$ cat config.mk
export PLATFORM = sky130hd
export DESIGN_NAME = stack_byte_mover
export DESIGN_NICKNAME = d
export VERILOG_FILES = /design/src/rtl/stack_byte_mover_pkg.sv /design/src/rtl/stack_byte_mover_ctrl.sv /design/src/rtl/stack_byte_mover_dp.sv /design/src/rtl/stack_byte_mover.sv
export SDC_FILE = /design/constraint.sdc
export NUM_CORES = 1
export LEC_CHECK = 0
export BUFFER_PORTS_ARGS = -buffer_cell sky130_fd_sc_hd__buf_2
export CORE_UTILIZATION = 50
export DETAILED_ROUTE_END_ITERATION = 8
export PLACE_DENSITY = 0.78
export SLEW_MARGIN = 20
export SYNTH_ARGS = -nofsm -noshare
export SYNTH_HDL_FRONTEND = slang
export SYNTH_SLANG_ARGS = --single-unit
$ cat constraint.sdc
create_clock -name clk -period 4.1 [get_ports clk]
set_input_delay 0.82 -clock clk [delete_from_list [all_inputs] [get_ports clk]]
set_output_delay 0.82 -clock clk [all_outputs]
set_load 0.05 [all_outputs]
$ cat src/rtl/stack_byte_mover_pkg.sv
package stack_byte_mover_pkg;
  typedef struct packed {
    logic load;    // latch a new request
    logic step;    // move one byte this cycle
    logic isPull;  // direction of the running transfer
  } moverStrobes_t;
endpackage

$ cat src/rtl/stack_byte_mover_ctrl.sv
module stack_byte_mover_ctrl
  import stack_byte_mover_pkg::*;
#(
  parameter int DATA_BYTES = 8,
  parameter int SIZE_W     = 4,
  localparam int IDX_W     = $clog2(DATA_BYTES),
  localparam int CNT_W     = $clog2(DATA_BYTES + 1)
) (
  input  logic              clk,
  input  logic              rstN,
  input  logic              reqValid,
  input  logic              reqPull,
  input  logic [SIZE_W-1:0] reqSize,
  output moverStrobes_t     strb,
  output logic [IDX_W-1:0]  byteIdx,
  output logic              busy,
  output logic              done
);
  logic             busyQ, doneQ, pullQ;
  logic [CNT_W-1:0] remQ;
  logic [IDX_W-1:0] idxQ;
  logic [CNT_W-1:0] reqCount;
  logic             accept;

  // clamp the size value into 1..DATA_BYTES
  always_comb begin
    if (reqSize == '0)
      reqCount = CNT_W'(1);
    else if (int'(reqSize) > DATA_BYTES)
      reqCount = CNT_W'(DATA_BYTES);
    else
      reqCount = CNT_W'(reqSize);
  end

  assign accept = reqValid && !busyQ;

  always_ff @(posedge clk) begin
    if (!rstN) begin
      busyQ <= 1'b0;
      doneQ <= 1'b0;
      pullQ <= 1'b0;
      remQ  <= '0;
      idxQ  <= '0;
    end else begin
      doneQ <= 1'b0;
      if (accept) begin
        busyQ <= 1'b1;
        pullQ <= reqPull;
        remQ  <= reqCount;
        idxQ  <= reqPull ? '0 : IDX_W'(reqCount - CNT_W'(1));
      end else if (busyQ) begin
        if (remQ == CNT_W'(1)) begin
          busyQ <= 1'b0;
          doneQ <= 1'b1;
        end
        remQ <= remQ - CNT_W'(1);
        idxQ <= pullQ ? idxQ + IDX_W'(1) : idxQ - IDX_W'(1);
      end
    end
  end

  always_comb begin
    strb.load   = accept;
    strb.step   = busyQ;
    strb.isPull = pullQ;
  end

  assign byteIdx = idxQ;
  assign busy    = busyQ;
  assign done    = doneQ;
endmodule

$ cat src/rtl/stack_byte_mover_dp.sv
module stack_byte_mover_dp
  import stack_byte_mover_pkg::*;
#(
  parameter int DATA_BYTES = 8,
  parameter int SP_W       = 16,
  parameter int PAGE_W     = 8,
  localparam int IDX_W     = $clog2(DATA_BYTES),
  localparam int DATA_W    = DATA_BYTES * 8,
  localparam int ADDR_W    = PAGE_W + SP_W
) (
  input  logic              clk,
  input  logic              rstN,
  input  moverStrobes_t     strb,
  input  logic [IDX_W-1:0]  byteIdx,
  input  logic [DATA_W-1:0] pushData,
  input  logic [SP_W-1:0]   spIn,
  input  logic [PAGE_W-1:0] pageBase,
  input  logic [7:0]        memRdata,
  output logic [ADDR_W-1:0] memAddr,
  output logic              memWe,
  output logic              memRe,
  output logic [7:0]        memWdata,
  output logic [DATA_W-1:0] pullData,
  output logic [SP_W-1:0]   spOut
);
  logic [SP_W-1:0]   spQ;
  logic [PAGE_W-1:0] pageQ;
  logic [DATA_W-1:0] dataQ;
  logic [SP_W-1:0]   accessSp;

  always_ff @(posedge clk) begin
    if (!rstN) begin
      spQ   <= '0;
      pageQ <= '0;
      dataQ <= '0;
    end else if (strb.load) begin
      spQ   <= spIn;
      pageQ <= pageBase;
      dataQ <= pushData;
    end else if (strb.step) begin
      spQ <= strb.isPull ? spQ + SP_W'(1) : spQ - SP_W'(1);
    end
  end

  // pull pre-increments, push uses the pointer as is; page kept apart
  assign accessSp = strb.isPull ? spQ + SP_W'(1) : spQ;
  assign memAddr  = {pageQ, accessSp};
  assign memWe    = strb.step && !strb.isPull;
  assign memRe    = strb.step && strb.isPull;
  assign memWdata = dataQ[byteIdx*8 +: 8];

  // one capture register per byte lane of the pulled word
  for (genvar lane = 0; lane < DATA_BYTES; lane++) begin : g_lane
    logic [7:0] laneQ;
    always_ff @(posedge clk) begin
      if (!rstN)
        laneQ <= '0;
      else if (strb.load)
        laneQ <= '0;
      else if (memRe && byteIdx == IDX_W'(lane))
        laneQ <= memRdata;
    end
    assign pullData[lane*8 +: 8] = laneQ;
  end

  assign spOut = spQ;
endmodule

$ cat src/rtl/stack_byte_mover.sv
module stack_byte_mover
  import stack_byte_mover_pkg::*;
#(
  parameter int DATA_BYTES = 8,
  parameter int SP_W       = 16,
  parameter int PAGE_W     = 8,
  parameter int SIZE_W     = 4,
  localparam int IDX_W     = $clog2(DATA_BYTES),
  localparam int DATA_W    = DATA_BYTES * 8,
  localparam int ADDR_W    = PAGE_W + SP_W
) (
  input  logic              clk,
  input  logic              rstN,
  input  logic              reqValid,
  input  logic              reqPull,
  input  logic [SIZE_W-1:0] reqSize,
  input  logic [DATA_W-1:0] pushData,
  input  logic [SP_W-1:0]   spIn,
  input  logic [PAGE_W-1:0] pageBase,
  output logic [ADDR_W-1:0] memAddr,
  output logic              memWe,
  output logic [7:0]        memWdata,
  output logic              memRe,
  input  logic [7:0]        memRdata,
  output logic              busy,
  output logic              done,
  output logic [DATA_W-1:0] pullData,
  output logic [SP_W-1:0]   spOut
);
  moverStrobes_t    strb;
  logic [IDX_W-1:0] byteIdx;

  stack_byte_mover_ctrl #(
    .DATA_BYTES(DATA_BYTES),
    .SIZE_W    (SIZE_W)
  ) ctrl_i (
    .clk     (clk),
    .rstN    (rstN),
    .reqValid(reqValid),
    .reqPull (reqPull),
    .reqSize (reqSize),
    .strb    (strb),
    .byteIdx (byteIdx),
    .busy    (busy),
    .done    (done)
  );

  stack_byte_mover_dp #(
    .DATA_BYTES(DATA_BYTES),
    .SP_W      (SP_W),
    .PAGE_W    (PAGE_W)
  ) dp_i (
    .clk     (clk),
    .rstN    (rstN),
    .strb    (strb),
    .byteIdx (byteIdx),
    .pushData(pushData),
    .spIn    (spIn),
    .pageBase(pageBase),
    .memRdata(memRdata),
    .memAddr (memAddr),
    .memWe   (memWe),
    .memRe   (memRe),
    .memWdata(memWdata),
    .pullData(pullData),
    .spOut   (spOut)
  );
endmodule

==> results of run 1 <==
per-stage QoR:
stage | total power (uW) | setup WS (ps) | utilization | cells
after floorplan | 2250 | 727 | - | 914
after global placement | 2430 | 1340 | 0.591 | 1249
after detailed placement | 2440 | 1280 | 0.591 | 1249
after CTS | 3980 | 826 | 0.630 | 1281
after global routing | 4120 | 604 | 0.631 | 1281
final | 3950 | 805 | 0.631 | 1281
Yosys cell counts (4+ instances only):
cell type and number:
nand2_1 299, dfxtp_1 162, a21boi_0 80, clkbuf_1 65, a21oi_1 51, nor2_1 30, mux2i_1 18, inv_1 17
mux4_2 16, o21ai_0 15, ha_1 14, nor3_1 12, nand3_1 11, xnor2_1 10, xor2_1 9, and2_1 8
nand4_1 7, o211a_1 6, buf_2 5, or2_2 5, a32oi_1 4, and3_1 4, nand2b_1 4, nor2b_1 4
o22ai_1 4
registers in the layout, indices dropped and copies added, names as in the netlist:
signal / cells
dp_i.dataQ: 64
ctrl_i.pullQ: 1
ctrl_i.busy: 1
ctrl_i.done: 1
ctrl_i.byteIdx: 3
dp_i.pageQ: 8
dp_i.spOut: 16
dp_i.g_lane.laneQ: 64
ctrl_i.remQ: 4
final cells by class:
| cell class | instances | area [um^2] |
|---|---|---|
| fill | 1312 | 5390 |
| inverter | 18 | 67.6 |
| multi-input combinational | 660 | 3930 |
| tap | 184 | 230 |
| clock inverter | 12 | 120 |
| timing repair buffer | 225 | 1150 |
| clock buffer | 20 | 457 |
| sequential | 162 | 3240 |
power breakdown:
group | switching [uW] | leakage (uW) | internal, uW
Combinational | 447 | 0.00247 | 235
Sequential | 79.8 | 0.00132 | 1640
Clock | 670 | 0.000267 | 879
Total | 1200 | 0.00406 | 2760
critical path, stage by stage (launching register included):
cell     delay, ps
dfxtp_1        530
and2_1         280
nand4_1        320
nor3_1         450
xor2_1         180
buf_2          280
per-layer routing:
metal / global-route usage / vias to the layer above
met3: 0.0730 / 24
met5: 0 / -
li1: - / 3403
met4: 0.0985 / 0
met1: 0.310 / 3163
met2: 0.403 / 227
logic make-up after synthesis:
logic type	share of synthesized area
flip-flops	0.431
multiplexers	0.0764
AND/OR/NAND/NOR	0.225
AO/OA/AOI/OAI	0.174
buffers and inverters	0.0483
adder cells (fa/ha/maj)	0.0233
XOR/XNOR	0.0221
path summary, 6_finish.rpt:
| kind | startpoint | to | slack, ps |
|---|---|---|---|
| worst max register to register | ctrl_i.busy | dp_i.spOut[11] | 1700 |
| worst max-delay path | dp_i.spOut[2] | memAddr[13] | 810 |
| worst min-delay path | dp_i.g_lane[0].laneQ[7] | dp_i.g_lane[0].laneQ[7] | 450 |
| worst min register to register | dp_i.g_lane[0].laneQ[7] | dp_i.g_lane[0].laneQ[7] | 450 |
cell usage in the layout, fill, tap and decap left out, types with 15 or more instances in the layout:
| cell | Yosys | final |
|---|---|---|
| mux4_2 | 16 | 16 |
| buf_2 | 5 | 219 |
| mux2i_1 | 18 | 18 |
| a21boi_0 | 80 | 80 |
| a21oi_1 | 51 | 51 |
| nor2_1 | 30 | 29 |
| nand2_1 | 299 | 297 |
| dfxtp_1 | 162 | 162 |
| inv_1 | 17 | 17 |
| clkbuf_16 | 0 | 17 |
| o21ai_0 | 15 | 15 |
==> impl_metrics.tcl, run 1 <==
set metrics [dict create \
    status "finished clean" \
    grt_overflow_total 0 \
    num_vias 6817 \
    cts_buffers 17 \
    first_pass_iters 5 \
    final_area_mm2 0.00920 \
    synth_async_sr_flop_share 0 \
    grt_pass1_vias 6350 \
    grt_pass1_wl_um 31300 \
    slew_violations 0 \
    cp.arrival_ps 2470 \
    drt_iter0_markers 313 \
    critical_path_required_ps 3280 \
    end_kind "primary output" \
    worst_pin_slew_ps 967 \
    areaGrowthSynthToFinish_pct 22.4 \
    track_usage 0.249 \
    antenna_found_initial 0 \
    vias_per_cell 5.32 \
    max-cap-violations 0 \
    cts_root_buffer "clkbuf_16" \
    highest_layer "met4" \
    yosysWarnings 0 \
    power_density_mw_per_mm2 429 \
    die_x_um 125 \
    final_net_count 1202 \
    max_freq_ghz 0.304 \
    ir_drop_uv 273 \
    synthTopCellsByArea "dfxtp_1 (43%), nand2_1 (15%), a21boi_0 (8.0%)" \
    rsz0062_at_grt "no" \
    io_pins 220 \
    design.core.area_mm2 0.0146 \
    leakage_uw 0.00406 \
    tritoncts "yes" \
    wl_met1_um 8170 \
    clock_skew_ps 8.85 \
    synth_ff_type "dfxtp_1" \
    setup_viol 0 \
    reg2regPathDepth 6 \
    yosysSeqAreaShare 0.431 \
    htree_levels 4 \
    ys_types 61 \
    avgSynthCellArea_um2 8.23 \
    gp_congestion 0.867 \
    synth.cell_area_mm2 0.00752 \
    grt_max_degree 85 \
    ant_nets 0 \
    wl_per_cell_um 15.1 \
    cts_hold_buffers 0 \
    worstSetupPathType "reg2out" \
    fp.dieH_um 125 \
    slew_headroom 0.354 \
    insertedDiodeCount 0 \
    wl_met2_um 9330 \
    numPortBuffers 219 \
    clk_latency_ps 430 \
    cts_resized 0 \
    clkTransAtPathRegs_ps 70 \
    drive_above_1_share 0.270 \
    syn-num-nets 1032 \
    layout_min_cycle_time_ps 3290 \
    dpl_cell_area_mm2 0.00862 \
    min_period_over_period 0.804 \
    hold_path_class "reg2reg" \
    whs_ps 450 \
    post-dp-hpwl_um 13300 \
    synth_top_area_cell "dfxtp_1" \
    synth-seq-cells 162 \
    synthCells 914 \
    cts_max_path_buffers 2 \
    startpoint_type "flop" \
    synth_edf_count 0 \
    post_cts_buffers 0 \
    cts.sinks 162 \
    die_area_mm2 0.0155 \
    finalSetupTns_ps 0 \
    finalHoldViolCount 0 \
    rows 44 \
    route.detailed.drc 0 \
    crit_fanout 12 \
    routed-wl-met3_um 1410 \
    holdPathStages 2 \
    synth_top_area_frac 0.431 \
    start_util 0.515 \
    wirelength_um 19300 \
]
Note: power is estimated with default switching activity, not from simulation.
==> run 2, diff against run 1 <==
Clock period 4.1 ns to 3.4 ns, I/O delays scaled along.
==> run 2 against run 1 <==
Sequential power up 20%. Critical path type unchanged. Critical endpoint unchanged. Combinational power up 23%. Cell count up 0.47%.
==> impl_metrics.tcl, run 2 (synthesis gave the netlist of run 1 again) <==
set metrics [dict create \
    wl_per_cell_um 15.2 \
    die_x_um 125 \
    hold_path_class "reg2reg" \
    areaGrowthSynthToFinish_pct 23.3 \
    post-dp-hpwl_um 13600 \
    route.detailed.drc 0 \
    num_vias 6918 \
    reg2reg_setup_slack_ps 1110 \
    crit_fanout 12 \
    whs_ps 450 \
    design.core.area_mm2 0.0146 \
    layout_min_cycle_time_ps 3190 \
    gp_congestion 0.872 \
    power_uw 4850 \
    finalSetupTns_ps 0 \
    status "finished clean" \
    rr_endpoint "ctrl_i.pullQ" \
    wirelength_um 19500 \
    end_kind "primary output" \
    holdPathStages 2 \
    die_area_mm2 0.0155 \
    layout_commonest_cell "nand2_1" \
    drt_iter0_markers 391 \
    mostFrequentLayoutCells "nand2_1 (297), buf_2 (219), dfxtp_1 (162)" \
    final_cells 1287 \
    worst_pin_slew_ps 795 \
    worstSetupPathType "reg2out" \
    htree_levels 4 \
    tritoncts "yes" \
    min_to "dp_i.g_lane[6].laneQ[2]" \
    clk_latency_ps 430 \
    min_period_over_period 0.939 \
    post_cts_buffers 0 \
    rsz0062_at_grt "no" \
    reg2reg_from "ctrl_i.busy" \
    slew_violations 0 \
    n_fill_cell 1267 \
    numPortBuffers 219 \
    dp_cells 1254 \
    cts_max_path_buffers 2 \
    max_freq_ghz 0.313 \
    cts.sinks 162 \
    fp.dieH_um 125 \
    clock_skew_ps 15.2 \
    leakage_uw 0.00411 \
    power_density_mw_per_mm2 523 \
    critical_path_required_ps 2720 \
    setup_viol 0 \
    slew_headroom 0.470 \
    grt_overflow_total 0 \
    drive_above_1_share 0.272 \
    startpoint_type "flop" \
    ir_drop_uv 360 \
    place_ws_ps 683 \
    cts_resized 0 \
    io_pins 220 \
    final_net_count 1207 \
    cts_root_buffer "clkbuf_16" \
    max-cap-violations 0 \
    track_usage 0.257 \
    clkTransAtPathRegs_ps 70 \
    antenna_found_initial 1 \
    start_util 0.515 \
    vias_per_cell 5.38 \
    ant_nets 0 \
    rows 44 \
    cp.arrival_ps 2510 \
    grt_pass1_wl_um 32200 \
    hp-start "dp_i.g_lane[6].laneQ[2]" \
    cts_hold_buffers 0 \
    setup_ws_ps 207 \
    grt_pass1_vias 6487 \
    reg2regPathDepth 5 \
    first_pass_iters 5 \
    finalHoldViolCount 0 \
    cts_buffers 17 \
    grt_max_degree 77 \
]
==> run 2: cell count changes in the layout (fill, tap and decap cells not counted), moves of 2 or more <==
cell / change
clkinvlp_4: -3
buf_4: +4
clkinv_4: +2
inv_6: -2
==> run 2: power breakdown <==
group	total (uW)	switching [uW]	internal, uW
Combinational	836	547	289
Sequential	2070	91.6	1980
Clock	1950	810	1140
==> run 2: worst max path at each step <==
| stage | slack, ps | to | start |
|---|---|---|---|
| after detailed placement | 680 | memAddr[13] | dp_i.spOut[2] |
| final | 210 | memAddr[13] | dp_i.spOut[2] |
| after floorplan | 170 | memAddr[13] | dp_i.spOut[2] |
| after global routing | 30 | memAddr[13] | dp_i.spOut[2] |
| after global placement | 760 | memAddr[13] | dp_i.spOut[2] |
| after CTS | 220 | memAddr[13] | dp_i.spOut[2] |
==> run 2: area by class of cell <==
type	count	area, um^2	share of cell area
Antenna cell	1	2.50	0.000270
Clock buffer	20	457	0.0493
Clock inverter	12	144	0.0155
Inverter	18	67.6	0.00729
Multi-Input combinational cell	660	3930	0.423
Sequential cell	162	3240	0.350
Tap cell	184	230	0.0248
Timing Repair Buffer	230	1200	0.130
==> run 2: worst max-delay path, stage by stage, from the launching register on <==
cell     delay (ps)
dfxtp_1         560
and2_1          280
nand4_1         360
nor3_1          450
xor2_1          170
buf_2           280
==> run 2: through the flow <==
stage / instance area [um^2] / util
finish: 9270 / 0.636
CTS: 9270 / 0.635
floorplan: 7520 / -
global route: 9270 / 0.635
global placement: 8670 / 0.594
detailed placement: 8670 / 0.594
==> run 2: per-layer routing <==
layer | GRT usage | wire (um)
met1 | 0.324 | 8420
met2 | 0.411 | 9220
met3 | 0.0713 | 1340
met4 | 0.111 | 539
met5 | 0 | 0
